File: config.mk
export PLATFORM = sky130hd
export DESIGN_NAME = norm_exp_unit
export DESIGN_NICKNAME = d
export VERILOG_FILES = /design/src/rtl/expdet_pkg.sv /design/src/rtl/lead_match_count.sv /design/src/rtl/exp_derive.sv /design/src/rtl/exp_store.sv /design/src/rtl/norm_exp_unit.sv
export SDC_FILE = /design/constraint.sdc
export NUM_CORES = 1
export LEC_CHECK = 0
export ABC_CLOCK_PERIOD_IN_PS = 13250
export CORE_MARGIN = 2
export CORE_UTILIZATION = 40
export CTS_CLUSTER_SIZE = 12
export DETAILED_ROUTE_END_ITERATION = 8
export PLACE_DENSITY = 0.66
export SLEW_MARGIN = 40
export SYNTH_ARGS = -nofsm -noshare
export SYNTH_HDL_FRONTEND = slang
export SYNTH_SLANG_ARGS = --single-unit
File: constraint.sdc
create_clock -name clk -period 13.25 [get_ports clk]
set_input_delay 1.325 -clock clk [delete_from_list [all_inputs] [get_ports clk]]
set_output_delay 1.325 -clock clk [all_outputs]
set_load 0.01 [all_outputs]
File: src/rtl/expdet_pkg.sv
// Shared mode encoding for the normalization exponent detector.
package expdet_pkg;
    typedef enum logic [1:0] {
        MODE_HI  = 2'd0,
        MODE_HIX = 2'd1,
        MODE_LO  = 2'd2,
        MODE_RSV = 2'd3
    } exp_mode_e;
endpackage

File: src/rtl/lead_match_count.sv
// Counts how many bits, starting at the MSB, equal ref_bit before the first mismatch.
// Assumes CW is wide enough to hold W.
module lead_match_count #(
    parameter int W  = 16,
    parameter int CW = $clog2(W + 1)
) (
    input  logic [W-1:0]  data,
    input  logic          ref_bit,
    output logic [CW-1:0] count
);
    // Walk down from the MSB while the run of matching bits continues.
    always_comb begin
        logic run;
        run   = 1'b1;
        count = '0;
        for (int i = W - 1; i >= 0; i--) begin
            if (run && (data[i] == ref_bit))
                count = count + CW'(1);
            else
                run = 1'b0;
        end
    end
endmodule

File: src/rtl/exp_derive.sv
// Maps the leading-run length to a signed exponent and a sign bit per mode.
// Assumes EW is wider than the count width; mode 3 is treated as the plain mode.
module exp_derive
    import expdet_pkg::*;
#(
    parameter int DW = 16,
    parameter int EW = 8
) (
    input  logic [DW-1:0] operand,
    input  exp_mode_e     mode,
    input  logic          ovf_in,
    input  logic          stored_sign,
    output logic [EW-1:0] exp_val,
    output logic          sign_val
);
    localparam int CW = $clog2(DW + 1);
    localparam logic signed [EW-1:0] LO_BASE = EW'(-(DW - 1));
    localparam logic signed [EW-1:0] ONE     = EW'(1);

    logic          ref_bit;
    logic [CW-1:0] run_len;
    logic signed [EW-1:0] run_s;
    logic          ovf_hit;

    assign ref_bit = (mode == MODE_LO) ? stored_sign : operand[DW-1];
    assign run_s   = $signed({{(EW - CW){1'b0}}, run_len});
    assign ovf_hit = (mode == MODE_HIX) && ovf_in;

    lead_match_count #(.W(DW), .CW(CW)) i_count (
        .data    (operand),
        .ref_bit (ref_bit),
        .count   (run_len)
    );

    // Select the exponent formula for the current mode.
    always_comb begin
        if (mode == MODE_LO)
            exp_val = LO_BASE - run_s;
        else if (ovf_hit)
            exp_val = ONE;
        else
            exp_val = ONE - run_s;
    end

    // Select the sign reported with the exponent.
    always_comb begin
        if (mode == MODE_LO)
            sign_val = stored_sign;
        else if (ovf_hit)
            sign_val = ~operand[DW-1];
        else
            sign_val = operand[DW-1];
    end
endmodule

File: src/rtl/exp_store.sv
// Holds the exponent register, the block register and the sign flag.
// Assumes new_exp fits BW bits whenever it exceeds the block register's value.
module exp_store #(
    parameter int DW = 16,
    parameter int EW = 8,
    parameter int BW = 5
) (
    input  logic          clk,
    input  logic          rst_n,
    input  logic          derive,
    input  logic          blk_derive,
    input  logic          exp_load,
    input  logic          blk_load,
    input  logic [EW-1:0] load_data,
    input  logic          is_lo,
    input  logic [EW-1:0] new_exp,
    input  logic          new_sign,
    output logic [EW-1:0] exp_reg,
    output logic [BW-1:0] blk_reg,
    output logic          sign_flag
);
    localparam logic [EW-1:0] LO_GATE = EW'(-(DW - 1));
    localparam logic [BW-1:0] BLK_MIN = {1'b1, {(BW - 1){1'b0}}};

    logic blk_wider_lt;
    assign blk_wider_lt = $signed(new_exp) > $signed({{(EW - BW){blk_reg[BW-1]}}, blk_reg});

    // Exponent register: load first, then derive with the lower-word guard.
    always_ff @(posedge clk) begin
        if (!rst_n)
            exp_reg <= '0;
        else if (exp_load)
            exp_reg <= load_data;
        else if (derive && (!is_lo || exp_reg == LO_GATE))
            exp_reg <= new_exp;
    end

    // Sign flag: written only by upper-word derives.
    always_ff @(posedge clk) begin
        if (!rst_n)
            sign_flag <= 1'b0;
        else if (derive && !is_lo)
            sign_flag <= new_sign;
    end

    // Block register: load first, then keep the larger exponent.
    always_ff @(posedge clk) begin
        if (!rst_n)
            blk_reg <= BLK_MIN;
        else if (blk_load)
            blk_reg <= load_data[BW-1:0];
        else if (blk_derive && blk_wider_lt)
            blk_reg <= new_exp[BW-1:0];
    end
endmodule

File: src/rtl/norm_exp_unit.sv
// Top: derives a normalization exponent and maintains exponent and block registers.
// Assumes one operation set per cycle; readouts are sign-extended to DW bits.
module norm_exp_unit
    import expdet_pkg::*;
#(
    parameter int DW = 16,
    parameter int EW = 8,
    parameter int BW = 5
) (
    input  logic          clk,
    input  logic          rst_n,
    input  logic [DW-1:0] operand,
    input  logic [1:0]    mode,
    input  logic          ovf_in,
    input  logic          derive,
    input  logic          blk_derive,
    input  logic          exp_load,
    input  logic          blk_load,
    input  logic [EW-1:0] load_data,
    output logic [EW-1:0] exp_out,
    output logic          sign_out,
    output logic          sign_flag,
    output logic [DW-1:0] exp_rd,
    output logic [DW-1:0] blk_rd
);
    exp_mode_e     mode_e;
    logic [EW-1:0] exp_reg;
    logic [BW-1:0] blk_reg;

    assign mode_e = exp_mode_e'(mode);

    exp_derive #(.DW(DW), .EW(EW)) i_derive (
        .operand     (operand),
        .mode        (mode_e),
        .ovf_in      (ovf_in),
        .stored_sign (sign_flag),
        .exp_val     (exp_out),
        .sign_val    (sign_out)
    );

    exp_store #(.DW(DW), .EW(EW), .BW(BW)) i_store (
        .clk        (clk),
        .rst_n      (rst_n),
        .derive     (derive),
        .blk_derive (blk_derive),
        .exp_load   (exp_load),
        .blk_load   (blk_load),
        .load_data  (load_data),
        .is_lo      (mode_e == MODE_LO),
        .new_exp    (exp_out),
        .new_sign   (sign_out),
        .exp_reg    (exp_reg),
        .blk_reg    (blk_reg),
        .sign_flag  (sign_flag)
    );

    // Sign-extend both registers onto the readout width.
    assign exp_rd = {{(DW - EW){exp_reg[EW-1]}}, exp_reg};
    assign blk_rd = {{(DW - BW){blk_reg[BW-1]}}, blk_reg};
endmodule

; Word level (Yosys, flattened, before mapping)
; Cells that the tools add are included.
[word_totals]
ff_bits = 14
latch_bits = 0
mem_bits_rw = 0
mem_bits_ro = 0
inputBits = 33
output_inout_bits = 42
elab_cells = 104
mem_count = 0
[op_classes]
n_addsub = 17
n_mul = 0
div_mod_pow = 0
magnitude_cmp = 1
eq_ne = 19
shifts = 0
n_mux = 40
bitwise = 1
reduce_logical = 23
[ops]
columns = op, n
row1 = 5-bit 2-to-1 mux, 16
row2 = "5-bit by 1-bit adder with 5-bit output, second input constant", 14
row3 = 8-bit 2-to-1 mux, 4
row4 = 1-bit logical AND, 19
row5 = 1-bit 2-to-1 mux, 19
row6 = 1-bit == test, 16
row7 = "8-bit == test, second input constant", 1
row8 = 8-bit by 5-bit > comparator with 1-bit output, 1
row9 = "5-bit by 6-bit subtractor with 7-bit output, first input constant", 1
row10 = "1-bit by 5-bit subtractor with 6-bit output, first input constant", 1
row11 = 2-bit nonzero test, 2
row12 = "1-bit by 1-bit adder with 2-bit output, second input constant", 1
row13 = "2-bit by 1-bit == test with 1-bit output, second input constant", 1
row14 = "2-bit == test, second input constant", 1
row15 = 2-bit 2-to-1 mux, 1
row16 = 1-bit zero test, 1
row17 = 1-bit logical OR, 1
row18 = 1-bit inverter, 1

; Depth between registers and ports, before layout
[depth]
depth_word = 41
ltp_mapped = 59
mapped_depth_nobuf = 57

; Hierarchy
; Synthesis repeated with hierarchy kept, for this count alone.
[hier_totals]
cells_unflattened = 431
area_unflattened_um2 = 3313.2
[by_module_without_submodules]
columns = mod, n_inst, cells_per_inst, area_each_um2, seq_area_each_um2
row1 = lead_match_count, 1, 289, 2042.0, 0.0
row2 = exp_store, 1, 96, 930.9, 280.3
row3 = exp_derive, 1, 26, 183.9, 0.0
row4 = norm_exp_unit, 1, 20, 156.4, 0.0

; Worst setup path after synthesis
; No wires, ideal clock.
[synth_path]
kind = input to register
startpoint = input port operand[15]
endpoint = register i_store.blk_reg[1]
setup_ns = 0.129
arrival_time_ns = 10.701
required_time_ns = 13.121
slack_ns = 2.420
path_stages = 57
path_buffers = 3
cell_sequence = buf_2 > buf_2 > inv_1 > o21ai_2 > clkbuf_1 > nand3_1 > a21oi_1 > nor2b_1 > ha_1 > mux2i_1 > nand3_1 > o211ai_1 > inv_1 > ha_1 > inv_1 > mux2_2 > inv_1 > ha_1 > (+21 left out) > xor2_1 > nand2_1 > xnor2_1 > nand2_1 > or4_4 > nand2_1 > xnor2_1 > nor2_1 > ha_1 > a21oi_1 > nor2b_1 > o32ai_1 > mux2i_1 > nand2_1 > mux2i_1 > nor2_1 > a21oi_1 > nor2_1
[synth_via]
elab_chain_cells = 39
elab_cells_between_ends = 87
cone_classes = add/sub (17) / order compare (1) / eq/ne (16) / mux (36) / reduce/logical (17)
[synth_lines]
columns = element, line_no
row1 = start: declaration, norm_exp_unit.sv:12  ; input logic [DW-1:0] operand,
row2 = 1-bit 2-to-1 mux, exp_derive.sv:25  ; assign ref_bit = (mode == MODE_LO) ? stored_sign : operand[DW-1];
row3 = 1-bit == test, lead_match_count.sv:17  ; if (run && (data[i] == ref_bit))
row4 = 1-bit 2-to-1 mux, lead_match_count.sv:17
row5 = 1-bit by 1-bit adder with 2-bit output or 1-bit logical AND (tied branches), "lead_match_count.sv:18, lead_match_count.sv:17"
row6 = 2-bit 2-to-1 mux or 1-bit 2-to-1 mux (tied branches), lead_match_count.sv:17
row7 = 5-bit by 1-bit adder with 5-bit output or 1-bit logical AND (tied branches), "lead_match_count.sv:18, lead_match_count.sv:17"
row8 = 5-bit 2-to-1 mux or 1-bit 2-to-1 mux (tied branches), lead_match_count.sv:17
row9 = 5-bit by 1-bit adder with 5-bit output or 1-bit logical AND (tied branches), "lead_match_count.sv:18, lead_match_count.sv:17"
row10 = (+24 left out), --
row11 = 5-bit 2-to-1 mux (*), lead_match_count.sv:17
row12 = 1-bit by 5-bit subtractor with 6-bit output, exp_derive.sv:42  ; exp_val = ONE - run_s;
row13 = 8-bit 2-to-1 mux, exp_derive.sv:39  ; else if (ovf_hit)
row14 = 8-bit 2-to-1 mux (*), exp_derive.sv:37  ; if (mode == MODE_LO)
row15 = named net exp_out[4], norm_exp_unit.sv:20  ; output logic [EW-1:0] exp_out,
row16 = 8-bit by 5-bit > comparator with 1-bit output (*), exp_store.sv:26  ; assign blk_wider_lt = $signed(new_exp) > $signed({{(EW - BW){blk_reg[BW-1]}}, blk_reg});
row17 = 1-bit logical AND (*), exp_store.sv:52  ; else if (blk_derive && blk_wider_lt)
row18 = 2-bit nonzero test (no source line) (*), --
row19 = end signal: assignment, exp_store.sv:51  ; blk_reg <= load_data[BW-1:0];
row20 = end signal: assignment, exp_store.sv:53  ; blk_reg <= new_exp[BW-1:0];
row21 = end: declaration, exp_store.sv:19  ; output logic [BW-1:0] blk_reg,
; Mark *: on every way through the listed nets, which the timed path passes. The rest lies on a longest branch. The select of a mux whose other input is x is not followed.
; A chain may end at the register's enable or synchronous reset.

; Worst setup path in the final report
[layout_path]
startpoint = input port mode[1]
endpoint = output port exp_out[4]
[layout_via]
elab_chain_cells = 37
elab_cells_between_ends = 85
cone_classes = add/sub (17) / eq/ne (18) / mux (34) / reduce/logical (16)
[layout_lines]
columns = element, line_no
row1 = start: declaration, norm_exp_unit.sv:13  ; input logic [1:0] mode,
row2 = 2-bit == test, "exp_derive.sv:25, exp_derive.sv:37"
row3 = 1-bit 2-to-1 mux, exp_derive.sv:25
row4 = 1-bit == test, lead_match_count.sv:17
row5 = 1-bit 2-to-1 mux, lead_match_count.sv:17
row6 = 1-bit by 1-bit adder with 2-bit output or 1-bit logical AND (tied branches), "lead_match_count.sv:18, lead_match_count.sv:17"
row7 = 2-bit 2-to-1 mux or 1-bit 2-to-1 mux (tied branches), lead_match_count.sv:17
row8 = 5-bit by 1-bit adder with 5-bit output or 1-bit logical AND (tied branches), "lead_match_count.sv:18, lead_match_count.sv:17"
row9 = 5-bit 2-to-1 mux or 1-bit 2-to-1 mux (tied branches), lead_match_count.sv:17
row10 = (+21 left out), --
row11 = 5-bit 2-to-1 mux or 1-bit 2-to-1 mux (tied branches), lead_match_count.sv:17
row12 = 5-bit by 1-bit adder with 5-bit output or 1-bit logical AND (tied branches), "lead_match_count.sv:18, lead_match_count.sv:17"
row13 = 5-bit 2-to-1 mux or 1-bit 2-to-1 mux (tied branches), lead_match_count.sv:17
row14 = 5-bit by 1-bit adder with 5-bit output or 1-bit logical AND (tied branches), "lead_match_count.sv:18, lead_match_count.sv:17"
row15 = 5-bit 2-to-1 mux, lead_match_count.sv:17
row16 = 1-bit by 5-bit subtractor with 6-bit output, exp_derive.sv:42
row17 = 8-bit 2-to-1 mux, exp_derive.sv:39
row18 = 8-bit 2-to-1 mux (*), exp_derive.sv:37
row19 = end: declaration, norm_exp_unit.sv:20
; Mark *: on every way between the ends. The rest lies on a longest branch, timed or not.

==> results.ini <==
[outcome]
status = finished clean

[critical_path]
critPathSlowestCell = clkdlybuf4s50_1
reg2reg_slack_ns = 2.33
path_class = in2out
worstRegToRegCells = 54
r2r_end = i_store.blk_reg[1]
crit_top_cell = ha_1
startpoint_type = input pin
crit_fanout = 11
cp.arrival_ns = 11.09
r2r_start = i_store.sign_flag
crit_start = mode[1]
crit_path_end = exp_out[4]
cp-end-kind = primary output
slowest_delay_ns = 0.57
cp.required_ns = 11.93

[drt]
post_drt_wl_per_cell_um = 15.50
drc = 0
route.vias.total = 3304
ant_nets = 0
drtIter0Drc = 197
via_per_inst = 5.726
drt_wl_total_um = 8941
dr.pass1.iters = 4

[sta]
max_slew_margin_pct = 54.64
holdWs_ns = 0.5218
min_period_ns = 12.42
setup_viol = 0
finalHoldViolations = 0
slew_viol_final = 0
max_freq_mhz = 80.55
skew_ns = 0.001554
rsz0062_at_grt = false
tns_ns = 0
period_share_pct = 93.70
worst_pin_slew_ns = 0.6633

[cts]
cts_buffer_depth = 2
clkTransAtPathRegs_ns = 0.06
cts_buffers = 3
cts_resized = 0
cts_tree = done
post-cts-setup-buffer-count = 0
h-tree-depth = 1
cts-root-buf = clkbuf_8
cts_hold_buffers = 0
cts_sinks = 14
clk_latency_ns = 0.25

[flow_run]
maxCapViolCount = 0

[logic_synthesis]
synth_largest_area_cell = dfxtp_1
synth_top_family_by_area = simple AND/OR/NAND/NOR gates
synth_top_area_share_pct = 8.719
yosysUniqueCellTypes = 70
yosys-top-cells-count = 47 x nand2_1, 33 x nor2_1, 23 x inv_1
synth.area.top_cells = dfxtp_1 8.7%, ha_1 8.2%, mux2i_1 5.6%, nand2_1 5.5%, buf_4 4.7%
synth_xor_xnor_area_share_pct = 9.654
netlist_instances = 432
yosysMostFrequentCell = nand2_1
synth_fa_ha_area_share_pct = 10.04
ys_warn_count = 0
ys_seq_area_share_pct = 8.719
syn_area_mm2 = 0.003214
ys_seq_elements = 14
synth-edff-count = 0
synth_compound_area_share_pct = 22.73
synthMuxAreaShare_pct = 9.809
synthFlopType = dfxtp_1
synthSimpleGateAreaFrac_pct = 29.12
synth.avg_cell_area_um2 = 7.441
syn_nets = 486
synthArstFlopShare_pct = 0

[global_route]
grt_max_degree = 20
antenna_found_initial = 0
grt_usage_pct = 19.58
grt_first_pass_wirelength_um = 14330
overflow = 0
grt_pass1_vias = 3033

[floorplan]
die_area_mm2 = 0.008768
die_x_um = 93.64
core-area_mm2 = 0.007767
ioPinCount = 75
placementRows = 32
die_h_um = 93.64
initial_core_util_pct = 41.38

[finish]
largest_reg_flops = 8
diodes = 0
post-route-util_pct = 50.63
synthToLayoutAreaGrowth_pct = 22.34
layout-drive-gt1-share_pct = 8.000
fin_nets = 530

[worst_hold_path]
hold_class = reg2reg

[place]
gp_congestion = 0.8518
io_buffers = 74
dpl.hpwl_um = 7244

[power_and_ir_drop]
power.leakage_nw = 1.538
power_density_mw_per_mm2 = 71.16
irDropWorstVdd_v = 0.00004208

==> worst min path at each step <==
stage | start | to | slack [ns] | cells past startpoint
floorplan | i_store.exp_reg[3] | i_store.exp_reg[3] | 0.53 | 2
global placement | i_store.exp_reg[3] | i_store.exp_reg[3] | 0.50 | 2
detailed placement | i_store.exp_reg[3] | i_store.exp_reg[3] | 0.51 | 2
CTS | i_store.exp_reg[2] | i_store.exp_reg[2] | 0.52 | 2
global route | i_store.exp_reg[3] | i_store.exp_reg[3] | 0.55 | 2
finish | i_store.exp_reg[2] | i_store.exp_reg[2] | 0.52 | 2
==> report_power, final <==
group	total, W	internal [W]	switching [W]	leakage [nW]
Clock	0.0000429	0.0000263	0.0000166	0.0288
Sequential	0.0000530	0.0000467	0.00000627	0.116
Combinational	0.000184	0.0000900	0.0000940	1.39
==> placed cells by master, fill, tap and decap left out, types with 4 or more instances in the layout <==
master,netlist,layout
clkdlybuf4s50_1,0,73
nand2_1,47,47
nor2_1,33,33
inv_1,23,23
a21oi_1,21,21
ha_1,21,21
mux2i_1,18,18
nand3_1,17,17
o21ai_0,14,14
dfxtp_1,14,14
xnor2_1,12,12
nor2b_1,11,11
nand2b_1,12,11
a31oi_1,10,10
nor3_1,8,8
a211oi_1,7,7
and2_1,6,6
xor2_1,6,6
maj3_1,6,6
mux2_2,6,6
nand4_1,5,5
o2111ai_1,5,5
xnor3_1,5,5
nand3b_1,4,4
o22ai_1,4,4
or2_1,4,4
or3_1,4,4
or2_2,4,4
clkbuf_8,0,4
==> per-layer routing <==
| layer | share of wire [%] | routed length [µm] | vias to the layer above | track usage [%] |
|---|---|---|---|---|
| met5 | 0 | 0 | - | 0 |
| met4 | 0.64 | 57 | 0 | 2.778 |
| met3 | 3.7 | 335 | 10 | 1.853 |
| met2 | 47 | 4229 | 86 | 33.33 |
| met1 | 48 | 4318 | 1560 | 27.46 |
| li1 | - | - | 1648 | - |
==> per-stage QoR <==
step,setup slack [ns],total power [W],std cells,area (µm²)
6_report,0.8346,0.0002798,577,3933
5_1_grt,0.004629,0.0003014,577,3933
4_1_cts,0.5981,0.0002799,577,3928
3_5_place_dp,0.6436,0.0002359,573,3872
3_3_place_gp,1.002,0.0002323,573,3872
2_1_floorplan,2.420,0.0001764,432,3214
==> worst max-delay path, delay by kind of cell <==
| family | cells | cell delay [ns] |
|---|---|---|
| AO/OA/AOI/OAI | 11 | 2.09 |
| XOR/XNOR | 3 | 0.44 |
| adder cells (fa/ha/maj) | 8 | 2.29 |
| buffers and inverters | 6 | 1.38 |
| multiplexers | 7 | 1.48 |
| AND/OR/NAND/NOR | 11 | 2.07 |
==> cell type report <==
class / count / area [µm²]
fill: 763 / 3835
inverter: 23 / 86.33
multi-input combinational: 357 / 2618
tap: 102 / 127.6
clock buffer: 4 / 55.05
sequential: 14 / 280.3
timing repair buffer: 77 / 765.7
==> kinds of logic after synthesis <==
family	count (synthesis)
simple gates	177
xor+xnor	25
mux	28
fa+ha+maj	27
buf+inv	61
flops	14
compound gates	100
Power figures use the tool's default switching activity.
